--- config.mk ---
export PLATFORM = sky130hd
export DESIGN_NAME = pcs_decoder
export DESIGN_NICKNAME = d
export VERILOG_FILES = /design/src/rtl/pcs_pkg.sv /design/src/rtl/pcs_region_dec.sv /design/src/rtl/pcs_wait_sel.sv /design/src/rtl/pcs_ctrl_fsm.sv /design/src/rtl/pcs_decoder.sv
export SDC_FILE = /design/constraint.sdc
export NUM_CORES = 1
export LEC_CHECK = 0
export ABC_AREA = 1
export BUFFER_PORTS_ARGS = -buffer_cell sky130_fd_sc_hd__buf_4
export CAP_MARGIN = 20
export CORE_MARGIN = 2
export CORE_UTILIZATION = 31
export DETAILED_ROUTE_END_ITERATION = 8
export GPL_ROUTABILITY_DRIVEN = 0
export GPL_TIMING_DRIVEN = 0
export SLEW_MARGIN = 20
export SYNTH_ARGS = -nofsm -noshare
export SYNTH_HDL_FRONTEND = slang
export SYNTH_SLANG_ARGS = --single-unit
--- constraint.sdc ---
create_clock -name clk -period 5.97 [get_ports clk]
set_input_delay 0.597 -clock clk [delete_from_list [all_inputs] [get_ports clk]]
set_output_delay 0.597 -clock clk [all_outputs]
set_load 0.01 [all_outputs]
--- src/rtl/pcs_pkg.sv ---
package pcs_pkg;
    typedef enum logic [1:0] {
        ST_UNCFG  = 2'd0,
        ST_IDLE   = 2'd1,
        ST_ACTIVE = 2'd2,
        ST_HOLD   = 2'd3
    } pcs_state_e;
endpackage

--- src/rtl/pcs_region_dec.sv ---
module pcs_region_dec #(
    parameter int ADDR_W   = 20,
    parameter int RGN_SH   = 8,
    parameter int BASE_LSB = 11,
    parameter int N_SEL    = 7
) (
    input  logic [ADDR_W-RGN_SH-1:0]   addr_hi,
    input  logic [ADDR_W-BASE_LSB-1:0] base,
    output logic [N_SEL-1:0]           onehot
);
    localparam int IDX_W = ADDR_W - RGN_SH;
    localparam int PAD   = BASE_LSB - RGN_SH;

    logic [IDX_W:0] diff;
    logic           in_range;

    always_comb begin
        diff     = {1'b0, addr_hi} - {1'b0, base, {PAD{1'b0}}};
        in_range = !diff[IDX_W] && (diff[IDX_W-1:0] < IDX_W'(N_SEL));
    end

    for (genvar k = 0; k < N_SEL; k++) begin : g_rgn
        assign onehot[k] = in_range && (diff[IDX_W-1:0] == IDX_W'(k));
    end
endmodule

--- src/rtl/pcs_wait_sel.sv ---
module pcs_wait_sel #(
    parameter int N_SEL = 7,
    parameter int WS_W  = 2,
    parameter int WE_W  = 4
) (
    input  logic [N_SEL-1:0] sel,
    input  logic [WS_W-1:0]  wait_std,
    input  logic [WE_W-1:0]  wait_ext,
    input  logic             dram_hit,
    input  logic [WE_W-1:0]  dram_wait,
    output logic [WE_W-1:0]  wait_cnt,
    output logic             inhibit
);
    localparam int N_STD = N_SEL - 2;

    logic [WE_W-1:0] per_sel [N_SEL];
    logic [WE_W-1:0] rgn_wait;

    for (genvar k = 0; k < N_SEL; k++) begin : g_w
        if (k < N_STD) begin : g_std
            assign per_sel[k] = sel[k] ? WE_W'(wait_std) : '0;
        end else begin : g_ext
            assign per_sel[k] = sel[k] ? wait_ext : '0;
        end
    end

    always_comb begin
        rgn_wait = '0;
        for (int k = 0; k < N_SEL; k++) begin
            rgn_wait = rgn_wait | per_sel[k];
        end
        inhibit  = dram_hit && (|sel);
        wait_cnt = (inhibit && (dram_wait > rgn_wait)) ? dram_wait : rgn_wait;
    end
endmodule

--- src/rtl/pcs_ctrl_fsm.sv ---
module pcs_ctrl_fsm
    import pcs_pkg::*;
(
    input  logic clk,
    input  logic rst_n,
    input  logic base_we,
    input  logic start,
    input  logic hold,
    input  logic cyc_end,
    output logic in_idle,
    output logic in_active
);
    pcs_state_e state, state_nx;

    always_ff @(posedge clk or negedge rst_n) begin
        if (!rst_n) state <= ST_UNCFG;
        else        state <= state_nx;
    end

    always_comb begin
        state_nx = state;
        unique case (state)
            ST_UNCFG:  if (base_we) state_nx = ST_IDLE;
            ST_IDLE:   if (hold) state_nx = ST_HOLD;
                       else if (start) state_nx = ST_ACTIVE;
            ST_ACTIVE: if (cyc_end) state_nx = ST_IDLE;
            ST_HOLD:   if (!hold) state_nx = ST_IDLE;
        endcase
    end

    always_comb begin
        in_idle   = 1'b0;
        in_active = 1'b0;
        unique case (state)
            ST_UNCFG:  ;
            ST_IDLE:   in_idle   = 1'b1;
            ST_ACTIVE: in_active = 1'b1;
            ST_HOLD:   ;
        endcase
    end
endmodule

--- src/rtl/pcs_decoder.sv ---
module pcs_decoder #(
    parameter int ADDR_W   = 20,
    parameter int RGN_SH   = 8,
    parameter int BASE_LSB = 11,
    parameter int N_SEL    = 7,
    parameter int WS_W     = 2,
    parameter int WE_W     = 4
) (
    input  logic                       clk,
    input  logic                       rst_n,
    input  logic [ADDR_W-1:0]          bus_addr,
    input  logic                       bus_ale,
    input  logic                       bus_is_mem,
    input  logic                       bus_cyc_end,
    input  logic                       bus_hold,
    input  logic                       cfg_base_we,
    input  logic [ADDR_W-BASE_LSB-1:0] cfg_base,
    input  logic                       cfg_mem_space,
    input  logic                       cfg_sel_mode,
    input  logic [WS_W-1:0]            cfg_wait_std,
    input  logic [WE_W-1:0]            cfg_wait_ext,
    input  logic                       dram_hit,
    input  logic [WE_W-1:0]            dram_wait,
    output logic [N_SEL-1:0]           pcs_n,
    output logic [N_SEL-1:0]           pcs_oe,
    output logic                       dram_inhibit,
    output logic [WE_W-1:0]            wait_cnt
);
    localparam int N_STD  = N_SEL - 2;
    localparam int BASE_W = ADDR_W - BASE_LSB;

    logic [BASE_W-1:0] base_q;
    logic [N_SEL-1:0]  dec_raw, dec_ok, sel_q, act_vec;
    logic [1:0]        la_q;
    logic              in_idle, in_active, start_now, space_ok;
    logic [N_SEL-1:0]  mode_mask;
    logic              unused_addr_bits;

    assign unused_addr_bits = ^{bus_addr[RGN_SH-1:3], bus_addr[0]};

    always_ff @(posedge clk or negedge rst_n) begin
        if (!rst_n) base_q <= '0;
        else if (cfg_base_we) base_q <= cfg_base;
    end

    pcs_region_dec #(
        .ADDR_W(ADDR_W), .RGN_SH(RGN_SH), .BASE_LSB(BASE_LSB), .N_SEL(N_SEL)
    ) u_dec (
        .addr_hi (bus_addr[ADDR_W-1:RGN_SH]),
        .base    (base_q),
        .onehot  (dec_raw)
    );

    always_comb begin
        space_ok  = (bus_is_mem == cfg_mem_space);
        mode_mask = {{2{cfg_sel_mode}}, {N_STD{1'b1}}};
        dec_ok    = space_ok ? (dec_raw & mode_mask) : '0;
        start_now = in_idle && bus_ale && !bus_hold && (|dec_ok);
    end

    pcs_ctrl_fsm u_fsm (
        .clk       (clk),
        .rst_n     (rst_n),
        .base_we   (cfg_base_we),
        .start     (start_now),
        .hold      (bus_hold),
        .cyc_end   (bus_cyc_end),
        .in_idle   (in_idle),
        .in_active (in_active)
    );

    always_ff @(posedge clk or negedge rst_n) begin
        if (!rst_n) begin
            sel_q <= '0;
            la_q  <= '0;
        end else begin
            if (start_now) sel_q <= dec_ok;
            if (bus_ale && !bus_hold) la_q <= bus_addr[2:1];
        end
    end

    always_comb begin
        if (in_active)      act_vec = sel_q;
        else if (start_now) act_vec = dec_ok;
        else                act_vec = '0;
    end

    pcs_wait_sel #(
        .N_SEL(N_SEL), .WS_W(WS_W), .WE_W(WE_W)
    ) u_wait (
        .sel       (act_vec),
        .wait_std  (cfg_wait_std),
        .wait_ext  (cfg_wait_ext),
        .dram_hit  (dram_hit && !bus_hold),
        .dram_wait (dram_wait),
        .wait_cnt  (wait_cnt),
        .inhibit   (dram_inhibit)
    );

    for (genvar k = 0; k < N_SEL; k++) begin : g_pin
        if (k < N_STD) begin : g_sel
            assign pcs_n[k]  = !rst_n || bus_hold || !act_vec[k];
            assign pcs_oe[k] = rst_n && !bus_hold;
        end else begin : g_dual
            assign pcs_n[k]  = !rst_n ? 1'b1 :
                               cfg_sel_mode ? (bus_hold || !act_vec[k]) :
                               la_q[k-N_STD];
            assign pcs_oe[k] = rst_n && (!bus_hold || !cfg_sel_mode);
        end
    end
endmodule

## Word level (Yosys, flattened, before mapping)

Cells that the tools add are included.
W data, S select, Z words.

- Register bits: 20
- Bits of input ports: 49
- Output and inout bits: 19

- Add/subtract/negate cells: 1
- $lt $le $gt $ge: 2
- Equal/unequal tests: 14
- Muxes and demuxes: 23
- Bitwise operators: 7
- Reduce and logical (&&, ||, !) cells: 42

Operators with widths:

| operator | number |
|---|---|
| $eq A12 B3 Y1 const B | 3 |
| $eq A12 B2 Y1 const B | 2 |
| $or A4 B4 Y4 | 6 |
| $mux W7 | 3 |
| $mux W2 | 10 |
| $logic_and A1 B1 Y1 | 17 |
| $reduce_or A7 Y1 | 2 |
| $sub A12 B12 Y13 | 1 |
| $eq A12 B1 Y1 const B | 1 |
| $logic_not A12 Y1 | 1 |
| $lt A12 B3 Y1 const B | 1 |
| $mux W4 | 3 |
| $logic_not A1 Y1 | 11 |
| $logic_or A1 B1 Y1 | 9 |
| $pmux W2 S4 | 1 |
| $and A7 B7 Y7 | 1 |
| $mux W1 | 6 |
| $ne A2 B2 Y1 const B | 3 |
| $eq A2 B2 Y1 const B | 2 |
| $gt A4 B4 Y1 | 1 |
| $reduce_and A4 Y1 | 1 |
| $ne A3 B3 Y1 const B | 1 |
| $eq A2 B1 Y1 const B | 1 |
| $logic_not A2 Y1 | 1 |
| $eq A1 B1 Y1 | 1 |

## Depth between registers and ports, before layout

Gate-level depths: netlist of the first run.

- Depth after elaboration: 20
- Mapped depth: 31
- Depth with buffers taken out: 31

## Cells and area by module

From an unflattened synthesis of the first run, not the netlist that was laid out.

- Cells, all modules: 332
- Area total of the unflattened synthesis: 2135.8 um^2

Modules (own cells, without submodules):

| module | instances | cells an instance | area each (um^2) | seq. area each (um^2) |
|---|---|---|---|---|
| pcs_decoder | 1 | 123 | 1031.0 | 450.4 |
| pcs_region_dec | 1 | 139 | 678.2 | 0.0 |
| pcs_wait_sel | 1 | 51 | 294.0 | 0.0 |
| pcs_ctrl_fsm | 1 | 19 | 132.6 | 50.0 |

## Least setup slack after synthesis of the first run

No wires, ideal clock.

- Kind: input port to output port
- From: input bus_addr[11]
- To: output wait_cnt[0]
- Arrival: 3.767 ns
- Data required time: 5.373 ns
- Path slack: 1.606 ns
- Stages on the path: 29
- Buffers on the path: 0
- Cells stage by stage: inv_1 > ha_1 > fa_1 > inv_1 > nand2_1 > nand2_1 > nand3_2 > nand3_1 > nand2_1 > nor2_2 > nand3_4 > a21oi_1 > nor2_1 > nand2_2 > nand3_1 > nand2_2 > nor2_1 > nand3_2 > nand2_1 > nand2_1 > inv_1 > ha_1 > inv_1 > nor2_1 > o21ai_0 > a32oi_1 > nand3_4 > nand2_1 > nand2_1

- Cells in the longest elaborated chain, start to end: 20
- Elaborated cells between the ends (all ways): 42

RTL lines:

| item | RTL line | source |
|---|---|---|
| start, declared | pcs_decoder.sv:11 | `input logic [ADDR_W-1:0] bus_addr,` |
| $sub A12 B12 Y13 * | pcs_region_dec.sv:18 | `diff = {1'b0, addr_hi} - {1'b0, base, {PAD{1'b0}}};` |
| $lt A12 B3 Y1 or $logic_not A1 Y1 (tied branches) | pcs_region_dec.sv:19 | `in_range = !diff[IDX_W] && (diff[IDX_W-1:0] < IDX_W'(N_SEL));` |
| $logic_and A1 B1 Y1 | pcs_region_dec.sv:19 |  |
| $logic_and A1 B1 Y1 | pcs_region_dec.sv:23 | `assign onehot[k] = in_range && (diff[IDX_W-1:0] == IDX_W'(k));` |
| $and A7 B7 Y7 * | pcs_decoder.sv:57 | `dec_ok = space_ok ? (dec_raw & mode_mask) : '0;` |
| $mux W7 * | pcs_decoder.sv:57 |  |
| $reduce_or A7 Y1 | pcs_decoder.sv:58 | `start_now = in_idle && bus_ale && !bus_hold && (\|dec_ok);` |
| $logic_and A1 B1 Y1 | pcs_decoder.sv:58 |  |
| $mux W7 * | pcs_decoder.sv:84 | `else if (start_now) act_vec = dec_ok;` |
| $mux W7 * | pcs_decoder.sv:83 | `if (in_active) act_vec = sel_q;` |
| $mux W2 | pcs_wait_sel.sv:21 | `assign per_sel[k] = sel[k] ? WE_W'(wait_std) : '0;` |
| $or A4 B4 Y4 (6 in a row) | pcs_wait_sel.sv:30 | `rgn_wait = rgn_wait \| per_sel[k];` |
| $gt A4 B4 Y1 | pcs_wait_sel.sv:33 | `wait_cnt = (inhibit && (dram_wait > rgn_wait)) ? dram_wait : rgn_wait;` |
| $logic_and A1 B1 Y1 | pcs_wait_sel.sv:33 |  |
| $mux W4 * | pcs_wait_sel.sv:33 |  |
| end, declared | pcs_decoder.sv:27 | `output logic [WE_W-1:0] wait_cnt` |

Every way passes the cells marked *; elsewhere a longest branch is shown, timed or not.

## Worst setup path in the final report of the first run

- From: input bus_addr[11]
- To: output wait_cnt[1]

The elaborated chain is that of the path after synthesis.

==> run summary, run 1 <==
Final WS setup - 0.962 ns
Gate power share - 41.0%
Worst Hold Class - in -> async
placed instance count - 469
Crit. End Element - output pin
critical path class - in -> out
CTS buffer count - 3
critical path data required time - 5.37 ns
Synth Area in XOR/XNOR - 0.420%
Slew Limit Headroom - 62.2%
Clock Latency Late Sink - 0.26 ns
Final ANT Viol Nets - 0
Root Driver - clkbuf_8
H-tree Lvls - 1
I/O pins - 68
post-synthesis cell type count - 29
Mapped Area - 2090 µm²
setup TNS - 0 ns
post-synth top area cell - dfrtp_1
CTS tree - yes
Avg Cell Area, Syn - 6.29 µm²
initial drt markers - 98
critical path peak fanout - 7
Lkg Pwr - 1.57 nW
total grt overflow - 0
max cap viols - 0
Slew Limit Fails - 0
Syn Inst Count - 332
Via density - 4.59
worst vdd ir - 0.0860 mV
period utilization - 83.9%
die extent in y - 86.1 µm
Max Clk Rate - 200 MHz
Setup Skew - 0.00772 ns
FF-to-FF path depth - 18
Synth Area in Compound Gates - 7.37%
Final min period - 5.01 ns
maximum clock path buffer count - 2
Switching Power - 0.165 mW
CP arrival - 4.41 ns
first-pass GRT wire length - 8930 µm
Cell Pwr Density - 165 nW/µm²
Sw Ratio - 37.1%
DR WL/cell - 11.0 µm
worst slew pin tran - 0.566 ns
First-pass DRT Iterations - 4
final core utilization - 41.9%
Adder-Cell Fraction of Synth Area - 8.75%
n_diodes - 0
Synthesis Warnings - 0
Nets - 460
status - completed
sequential fraction of the synthesis area - 24.0%
std cell rows - 29
syn_nets - 395
Simple-Gate Fraction of Synth Area - 46.0%
unrepaired setup endpoints after global routing - no
starting density of the core - 32.5%
Pint - 0.279 mW
vias in the first global route - 2093
CTS clk-pin slew, worst paths - 0.09 ns
# resized after CTS - 0
die area - 7400 µm²
Most common cell on crit path - nand2_1
largest family of logic cells by synthesized area - simple AND/OR/NAND/NOR gates
Area growth syn-to-layout - 28.8%
DRC - 0
Die Width - 86.1 µm
Startpoint Class - input pin
top cells by area, synth - dfrtp_1 (24%), nand2_1 (20%), inv_1 (9.7%), ha_1 (7.8%), nand3_1 (7.0%)
Core Box Area - 6420 µm²
vias - 2169
pin count of the biggest net entering global routing - 23
Final Hold Fails - 0
cts-stage hold buffer count - 0
post-CTS setup buffers - 0
multiplexer area fraction after synthesis - 1.62%
Place WS - 0.976 ns
gr usage total - 14.6%
initial antenna violation count - 0
Clk pwr share - 24.6%
Finished Layout Cells - 473
DP Wirelength - 4400 µm
Power Total - 0.444 mW
CP max stage delay - 0.46 ns
Final Routed Wirelength - 5180 µm
share of post-route cells with drive strength above 1 - 24.2%
CP max-delay cell - a32oi_1
IO Port Bufs - 60
power share of the sequential group - 34.3%
Final setup viols - 0
Clock Sinks - 20
share of the synthesized area in the top cell type - 24.0%
#FFs+latches synth - 20
[area by class of cell]
cell class                 instances  area (µm²)
buffer                             7        45.0
clock buffer                       4        55.1
fill                             663        3730
inverter                          54         203
multi-input combinational        251        1340
sequential                        20         500
tap                               77        96.3
timing repair buffer              60         450
[critical path, delay by kind of cell]
family	cells	cell delay, ns
AND/OR/NAND/NOR	19	1.83
adder cells (fa/ha/maj)	3	0.88
buffers and inverters	6	0.44
AO/OA/AOI/OAI	3	0.69
[final timing paths]
kind                       slack, ns        endpoint          from
max in group asynchronous       5.53       base_q[0]         rst_n
max                             0.96     wait_cnt[1]  bus_addr[11]
max reg2reg                     3.11  u_fsm.state[1]     base_q[0]
min reg2reg                     0.48        sel_q[1]      sel_q[1]
min                             0.21  u_fsm.state[1]         rst_n
min in group clk                0.48        sel_q[1]      sel_q[1]
[cell families (layout without fill, tap and decap cells)]
| logic type | count (synthesis) | after routing |
|---|---|---|
| AO/OA/AOI/OAI | 29 | 29 |
| XOR/XNOR | 1 | 1 |
| adder cells (fa/ha/maj) | 14 | 14 |
| buffers and inverters | 61 | 125 |
| flip-flops | 20 | 20 |
| multiplexers | 3 | 3 |
| AND/OR/NAND/NOR | 204 | 204 |
[power groups by stage]
stage	logic [mW]	clock network, mW	registers [mW]
5_1_grt	0.209	0.117	0.154
2_1_floorplan	0.126	0	0.154
6_report	0.182	0.109	0.152
3_5_place_dp	0.183	0	0.155
4_1_cts	0.184	0.111	0.152
3_3_place_gp	0.180	0	0.155
[layer usage]
metal	vias to the layer above	wire length [µm]	global-route usage (%)
met5	-	0	0
met2	38	2400	24.9
met3	2	166	1.64
met1	952	2590	19.8
li1	1177	-	-
met4	0	28	3.46
[state kept, by name, indices dropped and copies added (netlist names)]
register / cells
sel_q: 7
u_fsm.state: 2
base_q: 9
la_q: 2
[Yosys cell counts]
cell type and instances:
a21boi_1 1, a21o_1 1, a21oi_1 12, a32oi_1 1, and2_1 1, and3_1 1, buf_4 5, clkbuf_1 2
dfrtp_1 20, fa_1 1, ha_1 13, inv_1 54, mux2_2 3, nand2_1 111, nand2_2 8, nand3_1 29
nand3_2 4, nand3_4 3, nand3b_1 1, nand4_1 7, nor2_1 27, nor2_2 5, nor2_4 3, nor3_1 2
nor4_1 1, o21ai_0 13, o21ai_1 1, or2_4 1, xor2_1 1
[cells in the final DEF (no fill, tap or decap), types with 2 or more instances in the layout]
master / count
a21oi_1: 12
buf_4: 65
clkbuf_1: 2
clkbuf_8: 4
dfrtp_1: 20
ha_1: 13
inv_1: 54
mux2_2: 3
nand2_1: 111
nand2_2: 8
nand3_1: 29
nand3_2: 4
nand3_4: 3
nand4_1: 7
nor2_1: 27
nor2_2: 5
nor2_4: 3
nor3_1: 2
o21ai_0: 13
[through the flow]
| step | hold slack [ns] | area, µm² |
|---|---|---|
| final | 0.210 | 2690 |
| after CTS | 0.219 | 2690 |
| after global routing | 0.225 | 2690 |
| after floorplan | 0.301 | 2090 |
| after global placement | 0.454 | 2630 |
| after detailed placement | 0.465 | 2630 |
(Power assumes the default switching activity.)
==> run 2: changes to the inputs <==
clock period = 4.7 ns   (was 5.97 ns; I/O delays follow)
==> run 2 against run 1 <==
Effect of this change:
- cell count up 2.1%
- wire length up 8.9%
- sequential power up 28%
- hold slack worse by 0.13 ns
- first-iteration DRC count down 2.0%
==> run summary, run 2 (same netlist as run 1, synthesis figures left out) <==
critical path class - reg -> out
CTS tree - yes
Slew Limit Headroom - 62.8%
FF-to-FF path depth - 18
worst setup path start - base_q[0]
DRC - 0
Final WS setup - 0.104 ns
unrepaired setup endpoints after global routing - yes
top flop regs - base_q (9), sel_q (7)
Place WS - -0.0399 ns
initial drt markers - 96
vias - 2249
Setup Skew - 0.00726 ns
initial antenna violation count - 0
CP max stage delay - 0.42 ns
Biggest register - base_q
Finished Layout Cells - 483
Final setup viols - 0
I/O pins - 68
Max Clk Rate - 218 MHz
Clock Latency Late Sink - 0.27 ns
std cell rows - 29
CP max-delay cell - dfrtp_1
cts-stage hold buffer count - 0
First-pass DRT Iterations - 4
Via density - 4.66
Lkg Pwr - 1.64 nW
H-tree Lvls - 1
Startpoint Class - flip-flop
Slew Limit Fails - 0
Area growth syn-to-layout - 41.0%
Root Driver - clkbuf_8
critical path peak fanout - 7
Worst Hold Class - in -> async
Crit. End Element - output pin
Reg2Reg Capture Point - u_fsm.state[1]
CTS clk-pin slew, worst paths - 0.09 ns
DR WL/cell - 11.7 µm
die extent in y - 86.1 µm
first-pass GRT wire length - 8980 µm
Die Width - 86.1 µm
Buf+Inv Stages, Crit Path - 6
Cell Pwr Density - 202 nW/µm²
delay-heaviest family, CP - simple AND/OR/NAND/NOR gates
status - completed
total grt overflow - 0
worst slew pin tran - 0.556 ns
maximum clock path buffer count - 2
Final min period - 4.60 ns
Clock Sinks - 20
DP Wirelength - 4400 µm
period utilization - 97.8%
Layout Cell Area excl Fill - 2940 µm²
critical path data required time - 4.23 ns
register-to-register setup slack - 1.90 ns
area post-placement - 2630 µm²
n_diodes - 0
max cap viols - 0
commonest non-fill, non-tap cell in the layout - nand2_1
number of flip-flops in the largest register - 9
pin count of the biggest net entering global routing - 23
die area - 7400 µm²
Hold WS - 0.0793 ns
share of post-route cells with drive strength above 1 - 34.5%
Nets - 470
placed instance count - 469
Final ANT Viol Nets - 0
CP arrival - 4.13 ns
Final Routed Wirelength - 5640 µm
Most common cell on crit path - nand2_2
reg-to-reg startpoint - base_q[0]
most frequent cells in the layout - nand2_1 (100), buf_4 (70), inv_1 (51)
IO Port Bufs - 60
gr usage total - 14.7%
final core utilization - 45.8%
starting density of the core - 32.5%
vias in the first global route - 2107
Final Hold Fails - 0
CTS buffer count - 3
Core Box Area - 6420 µm²
worst vdd ir - 0.111 mV
## run 2: cell types whose count changed in the layout (fill, tap and decap cells not counted), sizes merged
cell / delta
buf: +10
## run 2: final cells by class
| class | count | area [µm²] |
|---|---|---|
| fillers | 647 | 3480 |
| multi-input cells | 251 | 1500 |
| repair buffers | 70 | 544 |
| flip-flops and latches | 20 | 500 |
| inverters | 54 | 203 |
| well taps | 77 | 96.3 |
| clock buffers | 4 | 55.1 |
| plain buffers | 7 | 45.0 |
## run 2: metrics by stage
stage	TNS, ns	power [mW]
global route	-0.573	0.640
floorplan	0	0.356
detailed placement	-0.126	0.430
CTS	0	0.569
finish	0	0.595
global placement	-0.00276	0.425
## run 2: repair_timing
| item | 4_1_cts | 5_1_grt |
|---|---|---|
| resized for setup | 1 | 45 |
| pin swaps | 1 | 23 |
| endpoints found under the setup margin | 4 | 4 |
| buffers inserted | 1 | 9 |
## run 2: worst max-delay path by stage
stage,to,slack (ns),cells after the start
3_5_place_dp,wait_cnt[1],-0.04,31
3_3_place_gp,wait_cnt[0],-0.002,31
6_report,wait_cnt[3],0.10,30
2_1_floorplan,wait_cnt[0],0.59,29
4_1_cts,wait_cnt[1],0.01,30
5_1_grt,wait_cnt[3],-0.17,32
## run 2: layer usage
layer	wire [µm]	global-route usage, %	up-vias
met1	2610	19.8	1011
met4	41	3.46	0
met3	196	1.64	4
met2	2790	25.2	37
li1	-	-	1197
met5	0	0	-
## run 2: where the power goes
group | internal (mW) | switching (mW) | leakage [nW] | total, mW
Combinational | 0.107 | 0.154 | 1.36 | 0.261
Sequential | 0.186 | 0.00841 | 0.251 | 0.194
Clock | 0.0747 | 0.0648 | 0.0288 | 0.140
